## src/rtl/vram_dma_engine.sv

```systemverilog
module vram_dma_engine #(
  parameter int DW  = 16,
  parameter int VAW = 16,
  parameter int HAW = 24
) (
  input  logic           clk,
  input  logic           rst_n,
  input  logic           reg_we,
  input  logic [4:0]     reg_sel,
  input  logic [7:0]     reg_wdata,
  input  logic           cmd_valid,
  input  logic [5:0]     cmd_code,
  input  logic [VAW-1:0] cmd_addr,
  input  logic           data_we,
  input  logic [DW-1:0]  data_wdata,
  output logic           host_req,
  output logic [HAW-1:0] host_addr,
  input  logic           host_valid,
  input  logic [DW-1:0]  host_rdata,
  output logic           vram_req,
  output logic           vram_we,
  output logic [VAW-1:0] vram_addr,
  output logic [DW-1:0]  vram_wdata,
  input  logic [DW-1:0]  vram_rdata,
  output logic           busy,
  output logic [15:0]    len_rd,
  output logic [HAW-2:0] src_rd
);
  localparam int SW = HAW - 1;
  localparam logic [4:0] SEL_MODE2 = 5'h01;
  localparam logic [4:0] SEL_STEP  = 5'h0F;
  localparam logic [4:0] SEL_LENL  = 5'h13;
  localparam logic [4:0] SEL_LENH  = 5'h14;
  localparam logic [4:0] SEL_SRCL  = 5'h15;
  localparam logic [4:0] SEL_SRCM  = 5'h16;
  localparam logic [4:0] SEL_TYPE  = 5'h17;

  typedef enum logic [2:0] {S_IDLE, S_HREQ, S_HWR, S_FWAIT, S_FWR, S_CRD, S_CWR} st_t;

  st_t            st;
  logic           en;
  logic [7:0]     step;
  logic [15:0]    len;
  logic [15:0]    ptr;
  logic [7:0]     typ;
  logic [VAW-1:0] dst;
  logic [DW-1:0]  dat;

  wire start    = (st == S_IDLE) && en && cmd_valid && cmd_code[5];
  wire beat     = (st == S_HWR) || (st == S_FWR) || (st == S_CWR);
  wire last     = (len == 16'd1);
  wire [SW-1:0] full_src = {typ[SW-17:0], ptr};
  wire [SW-1:0] full_nxt = full_src + 1'b1;

  assign busy       = (st != S_IDLE);
  assign host_req   = (st == S_HREQ);
  assign host_addr  = {full_src, 1'b0};
  assign vram_req   = beat || (st == S_CRD);
  assign vram_we    = beat;
  assign vram_addr  = (st == S_CRD) ? ptr[VAW-1:0] : dst;
  assign vram_wdata = (st == S_CWR) ? vram_rdata : dat;
  assign len_rd     = len;
  assign src_rd     = full_src;

  always_ff @(posedge clk) begin
    if (!rst_n) begin
      st   <= S_IDLE;
      en   <= 1'b0;
      step <= '0;
      len  <= '0;
      ptr  <= '0;
      typ  <= '0;
      dst  <= '0;
      dat  <= '0;
    end else begin
      if (reg_we) begin
        if (reg_sel == SEL_MODE2) en <= reg_wdata[4];
        if (st == S_IDLE) begin
          case (reg_sel)
            SEL_STEP: step       <= reg_wdata;
            SEL_LENL: len[7:0]   <= reg_wdata;
            SEL_LENH: len[15:8]  <= reg_wdata;
            SEL_SRCL: ptr[7:0]   <= reg_wdata;
            SEL_SRCM: ptr[15:8]  <= reg_wdata;
            SEL_TYPE: typ        <= reg_wdata;
            default: ;
          endcase
        end
      end
      if (beat) begin
        len <= len - 1'b1;
        dst <= dst + VAW'(step);
        if (typ[7]) ptr <= ptr + 1'b1;
        else {typ[SW-17:0], ptr} <= full_nxt;
      end
      case (st)
        S_IDLE: if (start) begin
          dst <= cmd_addr;
          if (!typ[7])     st <= S_HREQ;
          else if (typ[6]) st <= S_CRD;
          else             st <= S_FWAIT;
        end
        S_HREQ: if (host_valid) begin
          dat <= host_rdata;
          st  <= S_HWR;
        end
        S_HWR:   st <= last ? S_IDLE : S_HREQ;
        S_FWAIT: if (data_we) begin
          dat <= data_wdata;
          st  <= S_FWR;
        end
        S_FWR:   if (last) st <= S_IDLE;
        S_CRD:   st <= S_CWR;
        S_CWR:   st <= last ? S_IDLE : S_CRD;
        default: st <= S_IDLE;
      endcase
    end
  end
endmodule

```

## config.mk

```make
export PLATFORM = sky130hd
export DESIGN_NAME = vram_dma_engine
export DESIGN_NICKNAME = d
export VERILOG_FILES = /design/src/rtl/vram_dma_engine.sv
export SDC_FILE = /design/constraint.sdc
export NUM_CORES = 1
export LEC_CHECK = 0
export CAP_MARGIN = 5
export CELL_PAD_IN_SITES_DETAIL_PLACEMENT = 0
export CELL_PAD_IN_SITES_GLOBAL_PLACEMENT = 1
export CORE_ASPECT_RATIO = 0.5
export CORE_MARGIN = 1.5
export CORE_UTILIZATION = 30
export DETAILED_ROUTE_END_ITERATION = 10
export GPL_TIMING_DRIVEN = 0
export PLACE_DENSITY_LB_ADDON = 0.15
export REMOVE_ABC_BUFFERS = 1
export SYNTH_ARGS = -nofsm -noshare
export SYNTH_HDL_FRONTEND = slang
export SYNTH_SLANG_ARGS = --single-unit
```

## constraint.sdc

```tcl
create_clock -name clk -period 1.85 [get_ports clk]
set_input_delay 0.37 -clock clk [delete_from_list [all_inputs] [get_ports clk]]
set_output_delay 0.37 -clock clk [all_outputs]
set_load 0.01 [all_outputs]
```

Word level (Yosys, flattened, before mapping)
Index checks and enable logic that the tools add are counted.

storage, ports and cells
  flip-flop bits (word level) = 84
  bits in latches = 0
  memory bits (writable) = 0
  bits in read-only memories = 0
  bits of input ports = 89
  output and inout port bits = 99
  word-level logic and storage cells = 90
  memories = 0

cells by class
  add/subtract/negate cells = 4
  multipliers = 0
  divide/modulo/power cells = 0
  $lt $le $gt $ge = 0
  equal/unequal tests = 18
  shift-type cells = 0
  multiplexer cells = 33
  bitwise logic cells = 0
  reductions and logical operators = 24

operators with widths
  kind                                                count
  2-to-1 mux 16 bit                                   14
  2-to-1 mux 7 bit                                    5
  2-to-1 mux 8 bit                                    4
  case mux 16 bit (2 select lines)                    1
  == test 5 bit, second input constant                5
  adder 23 x 1 -> 23 bit, second input constant       1
  2-to-1 mux 3 bit                                    7
  case mux 3 bit (7 select lines)                     1
  AND reduction 3 bit                                 7
  adder 16 x 1 -> 16 bit, second input constant       1
  adder 16 x 8 -> 16 bit                              1
  == test 16 x 1 -> 1 bit, second input constant      1
  subtractor 16 x 1 -> 16 bit, second input constant  1
  nonzero test 2 bit                                  7
  == test 3 bit, second input constant                3
  == test 3 x 2 -> 1 bit, second input constant       2
  inequality test 2 bit, second input constant        3
  == test 5 x 1 -> 1 bit, second input constant       1
  == test 5 x 4 -> 1 bit, second input constant       1
  AND reduction 4 bit                                 1
  == test 3 x 1 -> 1 bit, second input constant       1
  logical AND 1 bit                                   3
  logical NOT 3 bit                                   1
  logical OR 1 bit                                    3
  other kinds (4)                                     4

Logic depth before layout (Yosys ltp)
Gate-level depths: netlist (run 1).

  word-level depth = 6
  gate-level depth with buffers = 9

Worst setup path before layout (run 1)
Ideal clock, no wire load.

  path kind = reg2out
  start = register st[1]
  end = output port vram_addr[10]
  arrival time = 1,540 ps
  data required time = 1,480 ps
  path slack = -60 ps
  cell stages (with the launch flop) = 5
  path through = dfxtp_1 > buf_2 > nand3b_1 > buf_2 > mux2_2

between the ends
  longest elaborated chain between the ends = 2

RTL lines
  item                    RTL line  RTL
  from (decl)             40        st_t st;
  from (signal assigned)  107       S_HWR: st <= last ? S_IDLE : S_HREQ;
  from (signal assigned)  114       S_CWR: st <= last ? S_IDLE : S_CRD;
  == test 3 bit           60        assign vram_addr = (st == S_CRD) ? ptr[VAW-1:0] : dst;
  2-to-1 mux 16 bit       60
  to (decl)               22        output logic [VAW-1:0] vram_addr,

Every way passes these cells.

Worst setup path after layout (run 1)
  start = register st[1]
  end = output port vram_addr[6]

The elaborated chain is that of the path after synthesis.

==> impl_metrics.py, run 1 <==
metrics = {
    "pwr": {
        "max-vdd-ir-drop_v": 0.000396,
        "powerDensity_mw_per_mm2": 451,
        "intPower_uw": 3170,
        "combPwrFrac_pct": 10.4,
        "p_sw_uw": 1010,
        "p_seq_share_pct": 43.7,
        "swShare_pct": 24.1,
        "pwr-share-clk_pct": 45.9,
        "leakage_uw": 0.00351,
    },
    "setup_path": {
        "critPathMaxFanout": 5,
        "crit_required_ps": 1480,
        "endpoint_kind": "output pin",
        "path_class": "reg2out",
        "r2r-start": "st[0]",
        "worstPathArrival_ps": 1710,
        "crit_top_cell": "buf_6",
        "cpPeakStageDelay_ps": 370,
        "crit_slowest_cell": "dfxtp_4",
        "crit_path_start_kind": "flop",
        "path_cells": "nand3b_1, buf_6, buf_12, buf_6, mux2_4, buf_6",
        "cp-startpoint": "st[1]",
    },
    "synth": {
        "ys_ff_latch": 84,
        "synth_cells": 669,
        "synth-edff-count": 0,
        "avgSynthCellArea_um2": 8.11,
        "ys_warn_count": 0,
        "synth_seq_area_share_pct": 31.0,
        "synth_area_mm2": 0.00542,
        "synth_cell_types": 74,
        "synthArstFlopShare_pct": 0,
        "synth_ff_type": "dfxtp_1",
    },
    "layout": {
        "drive_gt1_share_pct": 34.2,
        "nFillCells": 1676,
        "antennaDiodeCount": 0,
        "fin_util_pct": 52.8,
        "nets": 1005,
        "area_delta_synth_final_pct": 70.7,
        "seqCellArea_mm2": 0.00173,
        "multi_input_area_mm2": 0.00399,
    },
    "detailed_routing": {
        "viasPerCell": 5.46,
        "via_count": 6246,
        "drt_iter0_drc": 259,
        "drc": 0,
        "drtPass1Iterations": 4,
        "ant_nets": 0,
        "wl_um": 22700,
        "routedWlPerCell_um": 19.9,
    },
    "grt": {
        "antenna_found_initial": 0,
        "grt_start_max_net_pins": 36,
        "grt_pass1_wl_um": 33400,
        "grt_overflow": 0,
        "grt_pass1_vias": 5825,
        "grt_use_total_pct": 22.9,
    },
    "clock_tree": {
        "clk_latency_ps": 340,
        "cts_tree": "done",
        "clockBufferDepth": 2,
        "hold_buffers": 0,
        "clock-root-buffer": "clkbuf_16",
        "numCtsBuffers": 9,
        "clk_pin_slew_ps": 70,
        "cts_sinks": 84,
        "htree_levels": 3,
    },
    "timing": {
        "skew_ps": 10.7,
        "worst_slew_margin_rel_pct": 50.9,
        "worst_pin_slew_ps": 737,
        "setup_viol": 53,
        "slew_violations": 0,
        "fin_setup_tns_ps": -5850,
        "rsz0062_at_grt": "yes",
        "setup_slack_ps": -232,
        "fmax_mhz": 480,
        "post-route-min-period_ps": 2080,
        "fin_crit_sh_pct": 113,
        "finalHoldViolations": 0,
    },
    "floorplanning": {
        "core_area_mm2": 0.0175,
        "num_rows": 34,
        "die_h_um": 98.1,
        "initial_core_util_pct": 30.9,
        "die_w_um": 193,
        "die_area_mm2": 0.0189,
        "io-pin-count": 188,
    },
    "place": {
        "dp_hpwl_um": 13300,
        "io_buffers": 181,
        "finalWeightedCongestion": 0.800,
    },
    "outcome": {
        "violations": "setup timing",
        "outcome": "finished with violations",
    },
    "min_path": {
        "holdCritPathClass": "reg2reg",
        "hold_path.startpoint": "len_rd[9]",
    },
    "flow_run": {
        "drv_cap": 0,
    },
}
placed cells by master (no fill, tap or decap), drive strengths merged, types with 4 or more instances in the layout:
master	count
a32oi	5
o21ai	30
a21oi	51
o31ai	6
nor3	20
dfxtp	84
nand2	78
a311oi	19
xnor2	6
nor2	59
dlymetal6s2s	4
inv	14
ha	11
clkbuf	13
nand3	42
mux2i	12
mux2	31
or2	4
buf	136
a211oi	5
and3	4
a31oi	7
o311ai	5
or3	4
xor2	14
nor4	11
nand4	12
o211ai	12
clkdlybuf4s50	139
o21bai	6
and4	5
power by group through the flow:
stage / sequential [uW] / clock, uW / combinational (uW)
final: 1830 / 1920 / 435
after global routing: 1830 / 2010 / 463
after floorplan: 1870 / 0 / 88.0
after detailed placement: 1870 / 0 / 372
after CTS: 1830 / 1960 / 403
after global placement: 1870 / 0 / 366
worst max-delay path, delay by kind of cell, from the launching register on:
family / cells / cell delay, ps
buf+inv: 4 / 520
flops: 1 / 370
simple gates: 1 / 170
mux: 1 / 290
final timing paths:
path | end | slack, ps | cells past startpoint
worst max register to register | ptr[14] | -130 | 10
worst min-delay path | len_rd[9] | 500 | 2
worst min register to register | len_rd[9] | 500 | 2
worst max-delay path | vram_addr[6] | -230 | 6
layout make-up:
class | instances | share of cell area (%)
well taps | 234 | 3.16
repair buffers | 283 | 30.8
repair inverters | 2 | 0.135
clock buffers | 11 | 2.73
inverters | 12 | 0.716
flip-flops and latches | 84 | 18.7
clock inverters | 5 | 0.622
multi-input cells | 512 | 43.1
metrics by stage:
stage / hold WS (ps) / std cells / setup slack (ps) / area (um2) / total power, uW
3_3_place_gp: 481 / 1016 / -2190 / 7120 / 2240
3_5_place_dp: 491 / 1017 / -1910 / 7140 / 2250
6_report: 505 / 1143 / -232 / 9260 / 4180
4_1_cts: 505 / 1106 / -265 / 8590 / 4190
5_1_grt: 526 / 1143 / -255 / 9260 / 4300
2_1_floorplan: 460 / 601 / -870 / 5010 / 1960
flip-flops by register name, summed over array words and instances (netlist names):
register	flops
step	8
typ	8
dst	16
dat	16
st	3
ptr	16
len_rd	16
en	1
cells by family after synthesis:
kind of cell	count (synthesis)	synth area share, %
buffers and inverters	80	8.42
xor gates and xnor gates	20	3.23
DFF	84	31.0
AOI/OAI and AO/OA	174	21.8
and+or+nand+nor	255	23.9
adders and majority gates	12	2.91
other	1	0.0691
muxes	43	8.65
per-layer routing:
metal  GRT usage (%)  share of wire (%)
met1            32.5                 47
met2            35.3                 44
met3            5.28                7.2
met4            4.44                1.2
met5               0                  0
cells in the mapped netlist (6+ instances only):
cell type / instances / area [um2]
a21oi_1: 51 / 255
a311oi_1: 19 / 166
a31oi_1: 7 / 43.8
buf_2: 16 / 80.1
buf_4: 32 / 240
clkbuf_1: 16 / 60.1
dfxtp_1: 84 / 1680
ha_1: 11 / 138
inv_1: 10 / 37.5
mux2_2: 31 / 349
mux2i_1: 12 / 120
nand2_1: 78 / 293
nand3_1: 41 / 205
nand4_1: 12 / 75.1
nor2_1: 57 / 214
nor3_1: 18 / 90.1
nor4_1: 7 / 43.8
o211ai_1: 12 / 90.1
o21ai_0: 30 / 150
xnor2_1: 6 / 52.6
xor2_1: 14 / 123
timing repair:
item                                    CTS  global route
endpoints found under the setup margin  131           106
cloned                                    8             3
setup buffers                            65            42
hold endpoints to repair                  0             0
gates resized for setup                 288           125
pin swaps                                31            61
(Power assumes the default switching activity.)
==> run 2: changes to the inputs <==
--- a/config.mk
+++ b/config.mk
@@ -15,6 +15,7 @@
 export GPL_TIMING_DRIVEN = 0
 export PLACE_DENSITY_LB_ADDON = 0.15
 export REMOVE_ABC_BUFFERS = 1
+export SLEW_MARGIN = 20
 export SYNTH_ARGS = -nofsm -noshare
 export SYNTH_HDL_FRONTEND = slang
 export SYNTH_SLANG_ARGS = --single-unit
==> run 2 against run 1 <==
Effect of this change: the run still ends with setup timing left; clock power decreased by 7%; worst hold slack got worse by 4.3 ps; total power decreased by 3.4%; first-iteration DRC count increased by 10%; combinational power decreased by 1%; cell count decreased by 1.4%; wire length decreased by 4.5%; register-to-register slack improved by 100 ps; fmax increased by 1.5%; sequential share of layout area increased by 0.44 points; core utilization decreased by 1.3 points; highest routed layer unchanged.
==> impl_metrics.py, run 2 (same netlist as run 1, synthesis figures left out) <==
metrics = {
    "flow_run": {
        "drv_cap": 0,
    },
    "clock_tree": {
        "clk_latency_ps": 340,
        "htree_levels": 3,
        "cts_sinks": 84,
        "clk_pin_slew_ps": 70,
        "cts_tree": "done",
        "hold_buffers": 0,
        "numCtsBuffers": 9,
        "clock-root-buffer": "clkbuf_16",
        "clockBufferDepth": 2,
    },
    "setup_path": {
        "critical_path_buf_inv_count": 4,
        "r2r-start": "st[0]",
        "crit_required_ps": 1480,
        "crit_top_cell": "buf_6",
        "crit_slowest_cell": "dfxtp_4",
        "critPathMaxFanout": 5,
        "path_cells": "nand3b_1, buf_6, buf_12, buf_16, mux2_2, buf_6",
        "crit_path_start_kind": "flop",
        "worstPathArrival_ps": 1680,
        "r2r_end": "dst[7]",
        "endpoint_kind": "output pin",
        "ff2ff_path_depth": 7,
        "crit_family": "buffers and inverters",
        "cpPeakStageDelay_ps": 350,
        "reg2reg_slack_ps": -30,
        "worst-path-stages": 6,
        "path_class": "reg2out",
    },
    "layout": {
        "drive_gt1_share_pct": 31.6,
        "stdcell_area_mm2": 0.00904,
        "area_delta_synth_final_pct": 66.6,
        "antennaDiodeCount": 0,
        "nets": 989,
        "fin_util_pct": 51.6,
        "final_common_cell": "clkdlybuf4s50_1",
        "final_cell_mix": "clkdlybuf4s50_1 (140), nand2_1 (73), dfxtp_1 (57), nor2_1 (55)",
    },
    "min_path": {
        "hold_depth": 2,
        "holdCritPathClass": "reg2reg",
        "hold_path.startpoint": "en",
        "min_to": "en",
    },
    "timing": {
        "post-route-min-period_ps": 2050,
        "hold_slack_ps": 500,
        "skew_ps": 9.83,
        "worst_slew_margin_rel_pct": 53.2,
        "slew_violations": 0,
        "rsz0062_at_grt": "yes",
        "fin_crit_sh_pct": 111,
        "fmax_mhz": 488,
        "worst_pin_slew_ps": 702,
        "setup_slack_ps": -201,
        "setup_viol": 34,
        "finalHoldViolations": 0,
    },
    "floorplanning": {
        "core_area_mm2": 0.0175,
        "die_w_um": 193,
        "die_h_um": 98.1,
        "io-pin-count": 188,
        "num_rows": 34,
        "die_area_mm2": 0.0189,
        "initial_core_util_pct": 30.9,
    },
    "place": {
        "dp_hpwl_um": 13500,
        "finalWeightedCongestion": 0.800,
        "post_dp_cell_area_mm2": 0.00720,
        "io_buffers": 181,
    },
    "detailed_routing": {
        "drtPass1Iterations": 5,
        "routedWlPerCell_um": 19.3,
        "ant_nets": 0,
        "via_count": 6076,
        "drc": 0,
        "wl_um": 21700,
        "viasPerCell": 5.39,
        "drt_iter0_drc": 285,
    },
    "pwr": {
        "max-vdd-ir-drop_v": 0.000390,
        "power_uw": 4040,
        "leakage_uw": 0.00343,
        "powerDensity_mw_per_mm2": 447,
    },
    "grt": {
        "grt_start_max_net_pins": 50,
        "grt_overflow": 0,
        "grt_pass1_vias": 5877,
        "antenna_found_initial": 0,
        "grt_use_total_pct": 22.5,
        "grt_pass1_wl_um": 33100,
    },
    "outcome": {
        "violations": "setup timing",
        "outcome": "finished with violations",
    },
}
-- run 2: cell types whose count changed in the layout (fill, tap and decap cells not counted), sizes merged, moves of 2 or more --
| cell | delta |
|---|---|
| buf | -11 |
| clkinv | -2 |
| clkinvlp | +2 |
| o21bai | -3 |
-- run 2: metrics by stage --
| step | setup slack, ps | cells | setup TNS (ps) |
|---|---|---|---|
| CTS | -203 | 1095 | -4970 |
| floorplan | -870 | 601 | -18880 |
| detailed placement | -1170 | 1019 | -82560 |
| global route | -242 | 1127 | -7140 |
| global placement | -2190 | 1016 | -178540 |
| finish | -201 | 1127 | -4820 |
-- run 2: worst max path at each step --
stage	to	slack (ps)	from
2_1_floorplan	ptr[7]	-870	st[1]
3_3_place_gp	typ[4]	-2190	rst_n
3_5_place_dp	len_rd[6]	-1170	reg_sel[1]
4_1_cts	vram_addr[15]	-200	st[1]
5_1_grt	vram_wdata[12]	-240	st[0]
6_report	vram_addr[1]	-200	st[1]
-- run 2: area by class of cell --
| cell class | count | area [um2] |
|---|---|---|
| tap | 234 | 293 |
| multi-input combinational | 508 | 3800 |
| clock inverter | 4 | 32.5 |
| timing repair buffer | 272 | 2840 |
| fill | 1678 | 8490 |
| timing repair inverter | 1 | 8.76 |
| sequential | 84 | 1730 |
| clock buffer | 12 | 256 |
| inverter | 12 | 75.1 |
-- run 2: power by group --
part | total (uW) | switching [uW] | internal, uW
clock | 1780 | 787 | 993
sequential | 1830 | 17.0 | 1810
combinational | 429 | 192 | 237
total | 4040 | 996 | 3040
-- run 2: routing by layer --
layer / vias up / GRT usage [%] / share of wire [%]
li1: 2921 / - / -
met1: 2901 / 30.7 / 46
met2: 237 / 34.9 / 45
met3: 17 / 6.40 / 8.2
met4: 0 / 5.68 / 1.1
met5: - / 0 / 0
-- run 2: repair_timing --
item,4_1_cts,5_1_grt
gates cloned,9,0
buffers inserted,52,34
setup endpoints to repair,122,115
pin swaps,27,40
gates resized for setup,274,101
-- run 2: worst min-delay path, stage by stage, from the launching register on --
cell and delay (ps):
dfxtp_1 320, mux2i_1 60, nor2_1 80
